**src/rtl/aux_seq_pkg.sv**
```systemverilog
package aux_seq_pkg;

  typedef enum logic [2:0] {
    RES_OK    = 3'd0,
    RES_BUSY  = 3'd1,
    RES_NODEV = 3'd2,
    RES_TMO   = 3'd3,
    RES_IO    = 3'd4
  } aux_res_e;

  typedef enum logic [3:0] {
    ST_IDLE,
    ST_WAIT_IDLE,
    ST_OWN,
    ST_SINK,
    ST_RST_HI,
    ST_RST_LO,
    ST_BACKOFF,
    ST_REQ,
    ST_DONE
  } aux_st_e;

  typedef enum logic [1:0] {
    VERD_DONE,
    VERD_RETRY,
    VERD_TMO,
    VERD_IO
  } aux_verdict_e;

  localparam logic [3:0] REPLY_DEFER_A = 4'h8;
  localparam logic [3:0] REPLY_DEFER_B = 4'h2;

endpackage

```
**src/rtl/aux_us_tick.sv**
```systemverilog
// Microsecond strobe from a clock divider; restarts whenever clr is high.
module aux_us_tick #(
  parameter int CLK_PER_US = 50
) (
  input  logic clk,
  input  logic rst_n,
  input  logic clr,
  output logic tick
);
  localparam int DIV_W = (CLK_PER_US > 2) ? $clog2(CLK_PER_US) : 1;

  logic [DIV_W-1:0] div_q;

  assign tick = ~clr && (div_q == DIV_W'(CLK_PER_US - 1));

  always_ff @(posedge clk or negedge rst_n) begin
    if (!rst_n) begin
      div_q <= '0;
    end else if (clr || tick) begin
      div_q <= '0;
    end else begin
      div_q <= div_q + DIV_W'(1);
    end
  end
endmodule

```
**src/rtl/aux_us_count.sv**
```systemverilog
// Saturating microsecond counter compared against a per-state limit.
module aux_us_count #(
  parameter int UW = 10
) (
  input  logic          clk,
  input  logic          rst_n,
  input  logic          clr,
  input  logic          tick,
  input  logic [UW-1:0] limit,
  output logic          expired
);
  logic [UW-1:0] us_q;

  assign expired = (us_q >= limit);

  always_ff @(posedge clk or negedge rst_n) begin
    if (!rst_n) begin
      us_q <= '0;
    end else if (clr) begin
      us_q <= '0;
    end else if (tick && !expired) begin
      us_q <= us_q + UW'(1);
    end
  end
endmodule

```
**src/rtl/aux_reply_class.sv**
```systemverilog
// Sorts one finished attempt: error outranks timeout, timeout outranks defer.
module aux_reply_class
  import aux_seq_pkg::*;
(
  input  logic         [3:0] reply,
  input  logic               tmo,
  input  logic         [2:0] err,
  input  logic               retry_en,
  input  logic               last_try,
  output aux_verdict_e       verdict
);
  logic is_defer;

  assign is_defer = (reply == REPLY_DEFER_A) || (reply == REPLY_DEFER_B);

  always_comb begin
    if (|err) begin
      verdict = VERD_IO;
    end else if (tmo) begin
      verdict = VERD_TMO;
    end else if (is_defer && retry_en && !last_try) begin
      verdict = VERD_RETRY;
    end else begin
      verdict = VERD_DONE;
    end
  end
endmodule

```
**src/rtl/aux_wbuf_mask.sv**
```systemverilog
// Keeps the first len bytes of the write data and clears the rest.
module aux_wbuf_mask #(
  parameter int MAX_BYTES = 16,
  parameter int LEN_W     = 5
) (
  input  logic [MAX_BYTES*8-1:0] din,
  input  logic [LEN_W-1:0]       len,
  output logic [MAX_BYTES*8-1:0] dout
);
  for (genvar b = 0; b < MAX_BYTES; b++) begin : g_lane
    assign dout[8*b +: 8] = (LEN_W'(b) < len) ? din[8*b +: 8] : 8'h00;
  end
endmodule

```
**src/rtl/aux_retry_seq.sv**
```systemverilog
module aux_retry_seq
  import aux_seq_pkg::*;
#(
  parameter int CLK_PER_US = 50,
  parameter int IDLE_US    = 1000,
  parameter int OWN_US     = 1000,
  parameter int XFER_US    = 1000,
  parameter int BACKOFF_US = 400,
  parameter int MAX_TRIES  = 32,
  parameter int MAX_BYTES  = 16,
  parameter int ADDR_W     = 20,
  parameter int OWN_SEL    = 0,
  localparam int LEN_W     = $clog2(MAX_BYTES + 1),
  localparam int BUF_W     = MAX_BYTES * 8
) (
  input  logic              clk,
  input  logic              rst_n,
  input  logic              cmd_valid,
  output logic              cmd_ready,
  input  logic [3:0]        cmd_type,
  input  logic [ADDR_W-1:0] cmd_addr,
  input  logic [LEN_W-1:0]  cmd_len,
  input  logic [BUF_W-1:0]  cmd_wdata,
  input  logic              cmd_retry,
  output logic              done,
  output logic [2:0]        res_code,
  output logic [3:0]        res_reply,
  output logic [BUF_W-1:0]  res_rdata,
  output logic              eng_rst,
  output logic              eng_req,
  output logic [31:0]       eng_cmd,
  output logic [ADDR_W-1:0] eng_addr,
  output logic [BUF_W-1:0]  eng_wdata,
  output logic [1:0]        own_req,
  input  logic [1:0]        own_ack,
  input  logic              eng_busy,
  input  logic              eng_sink,
  input  logic              eng_done,
  input  logic [3:0]        eng_reply,
  input  logic              eng_tmo,
  input  logic [2:0]        eng_err,
  input  logic [BUF_W-1:0]  eng_rdata
);
  localparam int LIM_A   = (IDLE_US > OWN_US) ? IDLE_US : OWN_US;
  localparam int LIM_B   = (XFER_US > BACKOFF_US) ? XFER_US : BACKOFF_US;
  localparam int LIM_MAX = (LIM_A > LIM_B) ? LIM_A : LIM_B;
  localparam int UW      = $clog2(LIM_MAX + 2);
  localparam int TRY_W   = $clog2(MAX_TRIES + 1);
  localparam logic [1:0] OWN_BIT = 2'(1 << OWN_SEL);

  aux_st_e            state, nxt;
  aux_res_e           fin_code, res_code_q;
  aux_verdict_e       verdict;

  logic [3:0]         type_q;
  logic [ADDR_W-1:0]  addr_q;
  logic [LEN_W-1:0]   len_q;
  logic [BUF_W-1:0]   wdata_q;
  logic               retry_q;
  logic [TRY_W-1:0]   tries_q;
  logic [3:0]         reply_q;
  logic [BUF_W-1:0]   rdata_q;
  logic [31:0]        cmd_q;
  logic [ADDR_W-1:0]  eaddr_q;
  logic [BUF_W-1:0]   ewdata_q;
  logic [1:0]         own_q;

  logic               tmr_clr, us_tick, expired, last_try, idle_ok;
  logic [UW-1:0]      limit;
  logic [BUF_W-1:0]   wdata_masked;
  logic [31:0]        cmd_word;

  // ---------------------------------------------------------------------------
  // Interval timing
  // ---------------------------------------------------------------------------
  assign tmr_clr = (nxt != state);

  always_comb begin
    case (state)
      ST_WAIT_IDLE: limit = UW'(IDLE_US);
      ST_OWN:       limit = UW'(OWN_US);
      ST_BACKOFF:   limit = UW'(BACKOFF_US);
      default:      limit = UW'(XFER_US);
    endcase
  end

  aux_us_tick #(.CLK_PER_US(CLK_PER_US)) u_tick (
    .clk   (clk),
    .rst_n (rst_n),
    .clr   (tmr_clr),
    .tick  (us_tick)
  );

  aux_us_count #(.UW(UW)) u_count (
    .clk     (clk),
    .rst_n   (rst_n),
    .clr     (tmr_clr),
    .tick    (us_tick),
    .limit   (limit),
    .expired (expired)
  );

  // ---------------------------------------------------------------------------
  // Reply sorting and buffer shaping
  // ---------------------------------------------------------------------------
  assign last_try = (tries_q >= TRY_W'(MAX_TRIES - 1));

  aux_reply_class u_class (
    .reply    (eng_reply),
    .tmo      (eng_tmo),
    .err      (eng_err),
    .retry_en (retry_q),
    .last_try (last_try),
    .verdict  (verdict)
  );

  aux_wbuf_mask #(.MAX_BYTES(MAX_BYTES), .LEN_W(LEN_W)) u_mask (
    .din  (wdata_q),
    .len  (len_q),
    .dout (wdata_masked)
  );

  always_comb begin
    cmd_word        = '0;
    cmd_word[15:12] = type_q;
    cmd_word[7:0]   = 8'(len_q) - 8'd1;
  end

  assign idle_ok = !eng_busy && (own_ack == 2'b00);

  // ---------------------------------------------------------------------------
  // Sequencing
  // ---------------------------------------------------------------------------
  always_comb begin
    nxt      = state;
    fin_code = RES_OK;
    case (state)
      ST_IDLE: begin
        if (cmd_valid) nxt = ST_WAIT_IDLE;
      end
      ST_WAIT_IDLE: begin
        if (idle_ok) begin
          nxt = ST_OWN;
        end else if (expired) begin
          nxt      = ST_DONE;
          fin_code = RES_BUSY;
        end
      end
      ST_OWN: begin
        if (own_ack == OWN_BIT) begin
          nxt = ST_SINK;
        end else if (expired) begin
          nxt      = ST_DONE;
          fin_code = RES_BUSY;
        end
      end
      ST_SINK: begin
        if (eng_sink) begin
          nxt = ST_RST_HI;
        end else begin
          nxt      = ST_DONE;
          fin_code = RES_NODEV;
        end
      end
      ST_RST_HI: nxt = ST_RST_LO;
      ST_RST_LO: nxt = (tries_q == '0) ? ST_REQ : ST_BACKOFF;
      ST_BACKOFF: begin
        if (expired) nxt = ST_REQ;
      end
      ST_REQ: begin
        if (eng_done) begin
          case (verdict)
            VERD_RETRY: nxt = ST_RST_HI;
            VERD_TMO: begin
              nxt      = ST_DONE;
              fin_code = RES_TMO;
            end
            VERD_IO: begin
              nxt      = ST_DONE;
              fin_code = RES_IO;
            end
            default: begin
              nxt      = ST_DONE;
              fin_code = RES_OK;
            end
          endcase
        end else if (expired) begin
          nxt      = ST_DONE;
          fin_code = RES_IO;
        end
      end
      ST_DONE: nxt = ST_IDLE;
      default: nxt = ST_IDLE;
    endcase
  end

  always_ff @(posedge clk or negedge rst_n) begin
    if (!rst_n) begin
      state      <= ST_IDLE;
      type_q     <= '0;
      addr_q     <= '0;
      len_q      <= '0;
      wdata_q    <= '0;
      retry_q    <= 1'b0;
      tries_q    <= '0;
      reply_q    <= '0;
      rdata_q    <= '0;
      cmd_q      <= '0;
      eaddr_q    <= '0;
      ewdata_q   <= '0;
      own_q      <= '0;
      res_code_q <= RES_OK;
    end else begin
      state <= nxt;
      case (state)
        ST_IDLE: begin
          if (cmd_valid) begin
            type_q  <= cmd_type;
            addr_q  <= cmd_addr;
            len_q   <= cmd_len;
            wdata_q <= cmd_wdata;
            retry_q <= cmd_retry;
            reply_q <= '0;
            rdata_q <= '0;
          end
        end
        ST_WAIT_IDLE: begin
          if (idle_ok) own_q <= OWN_BIT;
        end
        ST_SINK: begin
          if (eng_sink) begin
            cmd_q   <= cmd_word;
            eaddr_q <= addr_q;
            tries_q <= '0;
            if (!type_q[0]) ewdata_q <= wdata_masked;
          end
        end
        ST_REQ: begin
          if (eng_done) begin
            tries_q <= tries_q + TRY_W'(1);
            if (type_q[0] && (verdict != VERD_RETRY)) rdata_q <= eng_rdata;
            if (verdict == VERD_DONE) reply_q <= eng_reply;
          end
        end
        default: ;
      endcase
      if (nxt == ST_DONE) begin
        own_q      <= '0;
        res_code_q <= fin_code;
      end
    end
  end

  assign cmd_ready = (state == ST_IDLE);
  assign done      = (state == ST_DONE);
  assign eng_rst   = (state == ST_RST_HI);
  assign eng_req   = (state == ST_REQ);
  assign own_req   = own_q;
  assign eng_cmd   = cmd_q;
  assign eng_addr  = eaddr_q;
  assign eng_wdata = ewdata_q;
  assign res_code  = res_code_q;
  assign res_reply = reply_q;
  assign res_rdata = rdata_q;

endmodule

```
**config.mk**
```make
export PLATFORM = sky130hd
export DESIGN_NAME = aux_retry_seq
export DESIGN_NICKNAME = d
export VERILOG_FILES = /design/src/rtl/aux_seq_pkg.sv /design/src/rtl/aux_us_tick.sv /design/src/rtl/aux_us_count.sv /design/src/rtl/aux_reply_class.sv /design/src/rtl/aux_wbuf_mask.sv /design/src/rtl/aux_retry_seq.sv
export SDC_FILE = /design/constraint.sdc
export NUM_CORES = 1
export LEC_CHECK = 0
export BUFFER_PORTS_ARGS = -buffer_cell sky130_fd_sc_hd__buf_4
export CORE_AREA = 2 2 244 246
export DETAILED_ROUTE_END_ITERATION = 6
export DIE_AREA = 0 0 246 248
export GPL_TIMING_DRIVEN = 1
export MAX_ROUTING_LAYER = met4
export SKIP_CTS_REPAIR_TIMING = 1
export SYNTH_ARGS = -nofsm -noshare
export SYNTH_HDL_FRONTEND = slang
export SYNTH_HIERARCHICAL = 1
export SYNTH_SLANG_ARGS = --single-unit
```
**constraint.sdc**
```tcl
create_clock -name clk -period 11 [get_ports clk]
set_input_delay 1.65 -clock clk [delete_from_list [all_inputs] [get_ports clk]]
set_output_delay 1.65 -clock clk [all_outputs]
set_load 0.01 [all_outputs]
```
==> results.cfg <==
[worst_setup_path]
path_class = reg -> reg
cp_max_fo = 17
r2r_setup_slack_ns = 5.36
crit_path_end_kind = register
cp_data_required_time_ns = 11.48
cp-start-kind = register
arrival_ns = 6.12

[clock_tree]
cts.sinks = 478
htree_levels = 2
root_buffer = clkbuf_16
clk_pin_slew_ns = 0.06
cts_made_buffers = 54
cts_tree = built
cts_buffer_depth = 3
worstSkewPairLatency_ns = 0.62

[grt]
grt_max_degree = 160
grt_pass1_wl_mm = 89.0
grt_pass1_vias = 15100
grt_overflow_total = 0
grtUsageTotal = 0.194
antenna_found_initial = 1

[yosys]
dominantRegCellSynth = dfrtp_1
async_flop_share = 1.00
seq_area_frac_synth = 0.590
ys_ff_latch = 478
synth_area_sq_um = 20300
yosysWarningCount = 6
synthCells = 1730
yosysUniqueCellTypes = 66
avgSynthCellArea_sq_um = 11.7
synth_edf_count = 0

[place]
dp_hpwl_mm = 42.4
place_area_sq_um = 25300
dp.cells = 3019
dp_slack_ns = 5.43
io_buffers = 601
routabilityCongestion = 0.897

[route]
vias_per_cell = 4.71
wirelength_mm = 59.2
remaining_drc_errors = 0
routedWlPerCell_um = 19.0
drtPass1Iterations = 5
via_count = 14700
ant_nets = 0
drt_iter0_drc = 693

[floorplanning]
die_x_um = 246
chipHeight_um = 248
die-area_sq_um = 61000
core_area_sq_um = 58500
std_cell_rows = 89
pin_count = 623
start_util = 0.347

[layout]
fin_area_sq_um = 27200
final_nets = 2620
drive_gt1_frac = 0.434
syn2layout_area_growth_pct = 34.3
fin_cells = 3119
fillers = 5410
final_core_util = 0.465

[pwr]
power_mw = 6.79
p_clk_frac = 0.278
swShare = 0.319
p_per_area_nw_per_um2 = 249
pwr-share-seq = 0.397
p_comb_frac = 0.325
p_switching_mw = 2.17
intPower_mw = 4.62
p_leak_nw = 13.2
peakVddDrop_mv = 0.145

[sta]
finalMaxSlewViolations = 0
timing.final.crit_period_ns = 5.64
fin_ws_ns = 5.36
rsz0062_at_grt = no
setup_violations = 0
max_freq_ghz = 0.177
period_share = 0.513
worst_pin_slew_ns = 1.17
hold_viol = 0
tns_ns = 0
skew_ns = 0.0368
slew_headroom = 0.219
hold_slack_ns = 0.463

[run_status]
status = complete, no violations

[flow_run]
drv_cap = 0

[worst_hold_path]
hold_class = reg -> reg
-- sequential cells by signal, summed over array words and instances, names as in the netlist, 5 cells and up --
register and count:
len_q 5, addr_q 20, eng_wdata 128, u_count/us_q 10, res_rdata 128, u_tick/div_q 6, tries_q 6, wdata_q 128
eng_cmd 10, eng_addr 20
-- power groups by stage --
stage	Sequential (mW)	Combinational (mW)	Clock [mW]
3_5_place_dp	2.72	2.24	0
3_3_place_gp	2.69	2.18	0
5_1_grt	2.78	2.41	2.03
4_1_cts	2.70	2.24	1.95
6_report	2.70	2.20	1.89
2_1_floorplan	2.73	1.29	0
-- worst paths after layout --
| path | startpoint | end | depth (start not counted) |
|---|---|---|---|
| worst max-delay path | state[2] | u_count/us_q[9] | 19 |
| worst min-delay path | addr_q[14] | eng_addr[14] | 2 |
| worst max register to register | state[2] | u_count/us_q[9] | 19 |
| worst min register to register | addr_q[14] | eng_addr[14] | 2 |
| max in group asynchronous | rst_n | wdata_q[14] | 2 |
| min in group asynchronous | rst_n | eng_wdata[90] | 1 |
-- final cells by class --
| class | count | area [sq um] | share of cell area |
|---|---|---|---|
| Antenna cell | 1 | 2.50 | 0.0000920 |
| Clock buffer | 79 | 1630 | 0.0598 |
| Clock inverter | 20 | 259 | 0.00952 |
| Inverter | 30 | 115 | 0.00423 |
| Multi-Input combinational cell | 1123 | 7640 | 0.281 |
| Sequential cell | 478 | 12000 | 0.440 |
| Tap cell | 773 | 967 | 0.0355 |
| Timing Repair Buffer | 615 | 4640 | 0.170 |
-- Yosys cell counts (all sizes together), types with 2 or more instances --
library cell	n	share of area
nand3	10	0.0027
a41o	2	0.00099
a31o	5	0.0022
a21oi	11	0.0027
xnor2	3	0.0013
nand2	347	0.065
o22ai	3	0.00093
a211o	3	0.0013
and4	3	0.0013
a41oi	2	0.00086
or2	3	0.00093
and2	17	0.0052
nor2	32	0.0059
mux2	290	0.16
and3	17	0.0052
o41ai	2	0.0012
clkbuf	48	0.0089
nand2b	11	0.0038
buf	75	0.024
o21ai	145	0.036
nor4	5	0.0030
or4	5	0.0019
and2b	2	0.00074
a31oi	2	0.00062
nor3b	2	0.00099
conb	2	0.00037
nor3	9	0.0025
nor2b	69	0.021
inv	30	0.0056
a21boi	32	0.012
a211oi	6	0.0025
o31ai	6	0.0025
o21a	2	0.00074
xor2	7	0.0030
a311oi	3	0.0016
dfrtp	478	0.59
ha	16	0.0099
a2111oi	2	0.0015
mux2i	3	0.0015
nand4	10	0.0031
or3	2	0.00062
-- cells by family after synthesis --
family | synth area share
xor+xnor | 0.00432
buf+inv | 0.0380
simple gates | 0.126
compound gates | 0.0684
other cells | 0.000371
flops | 0.590
mux | 0.163
fa+ha+maj | 0.00988
-- routing by layer --
layer / vias up / track usage / wire length, um
met1: 7264 / 0.243 / 24800
met3: 92 / 0.0503 / 3980
met2: 396 / 0.307 / 28800
met4: 0 / 0.0624 / 1630
met5: - / - / 0
li1: 6943 / - / -
-- layout by cell type (no fill, tap or decap), drive strengths merged, types with 9 or more instances in the layout --
cell type,Yosys,layout
a21boi,32,32
a21oi,11,11
and2,17,17
and3,17,17
buf,75,615
clkbuf,48,79
clkinv,0,10
conb,2,26
dfrtp,478,478
ha,16,16
inv,30,33
mux2,290,290
nand2,347,347
nand2b,11,11
nand3,10,10
nand4,10,10
nor2,32,32
nor2b,69,69
nor3,9,9
o21ai,145,145
-- worst max-delay path: stages (launching register included) --
cell and delay (ns):
dfrtp_1 0.74, nand2b_1 0.21, or2_2 0.39, inv_1 0.08, inv_1 0.04, ha_1 0.31
nand4_1 0.08, nor2_1 0.07, a211o_1 0.39, nand2b_1 0.33, nand2b_1 0.23, nor3_1 0.17
a211oi_1 0.09, o21ai_0 0.11, nand3b_1 0.48, nor2_1 0.47, nand4_1 0.22, a2111oi_2 0.52
and4_1 0.27, mux2_1 0.32
Note: power is estimated with default switching activity, not from simulation.
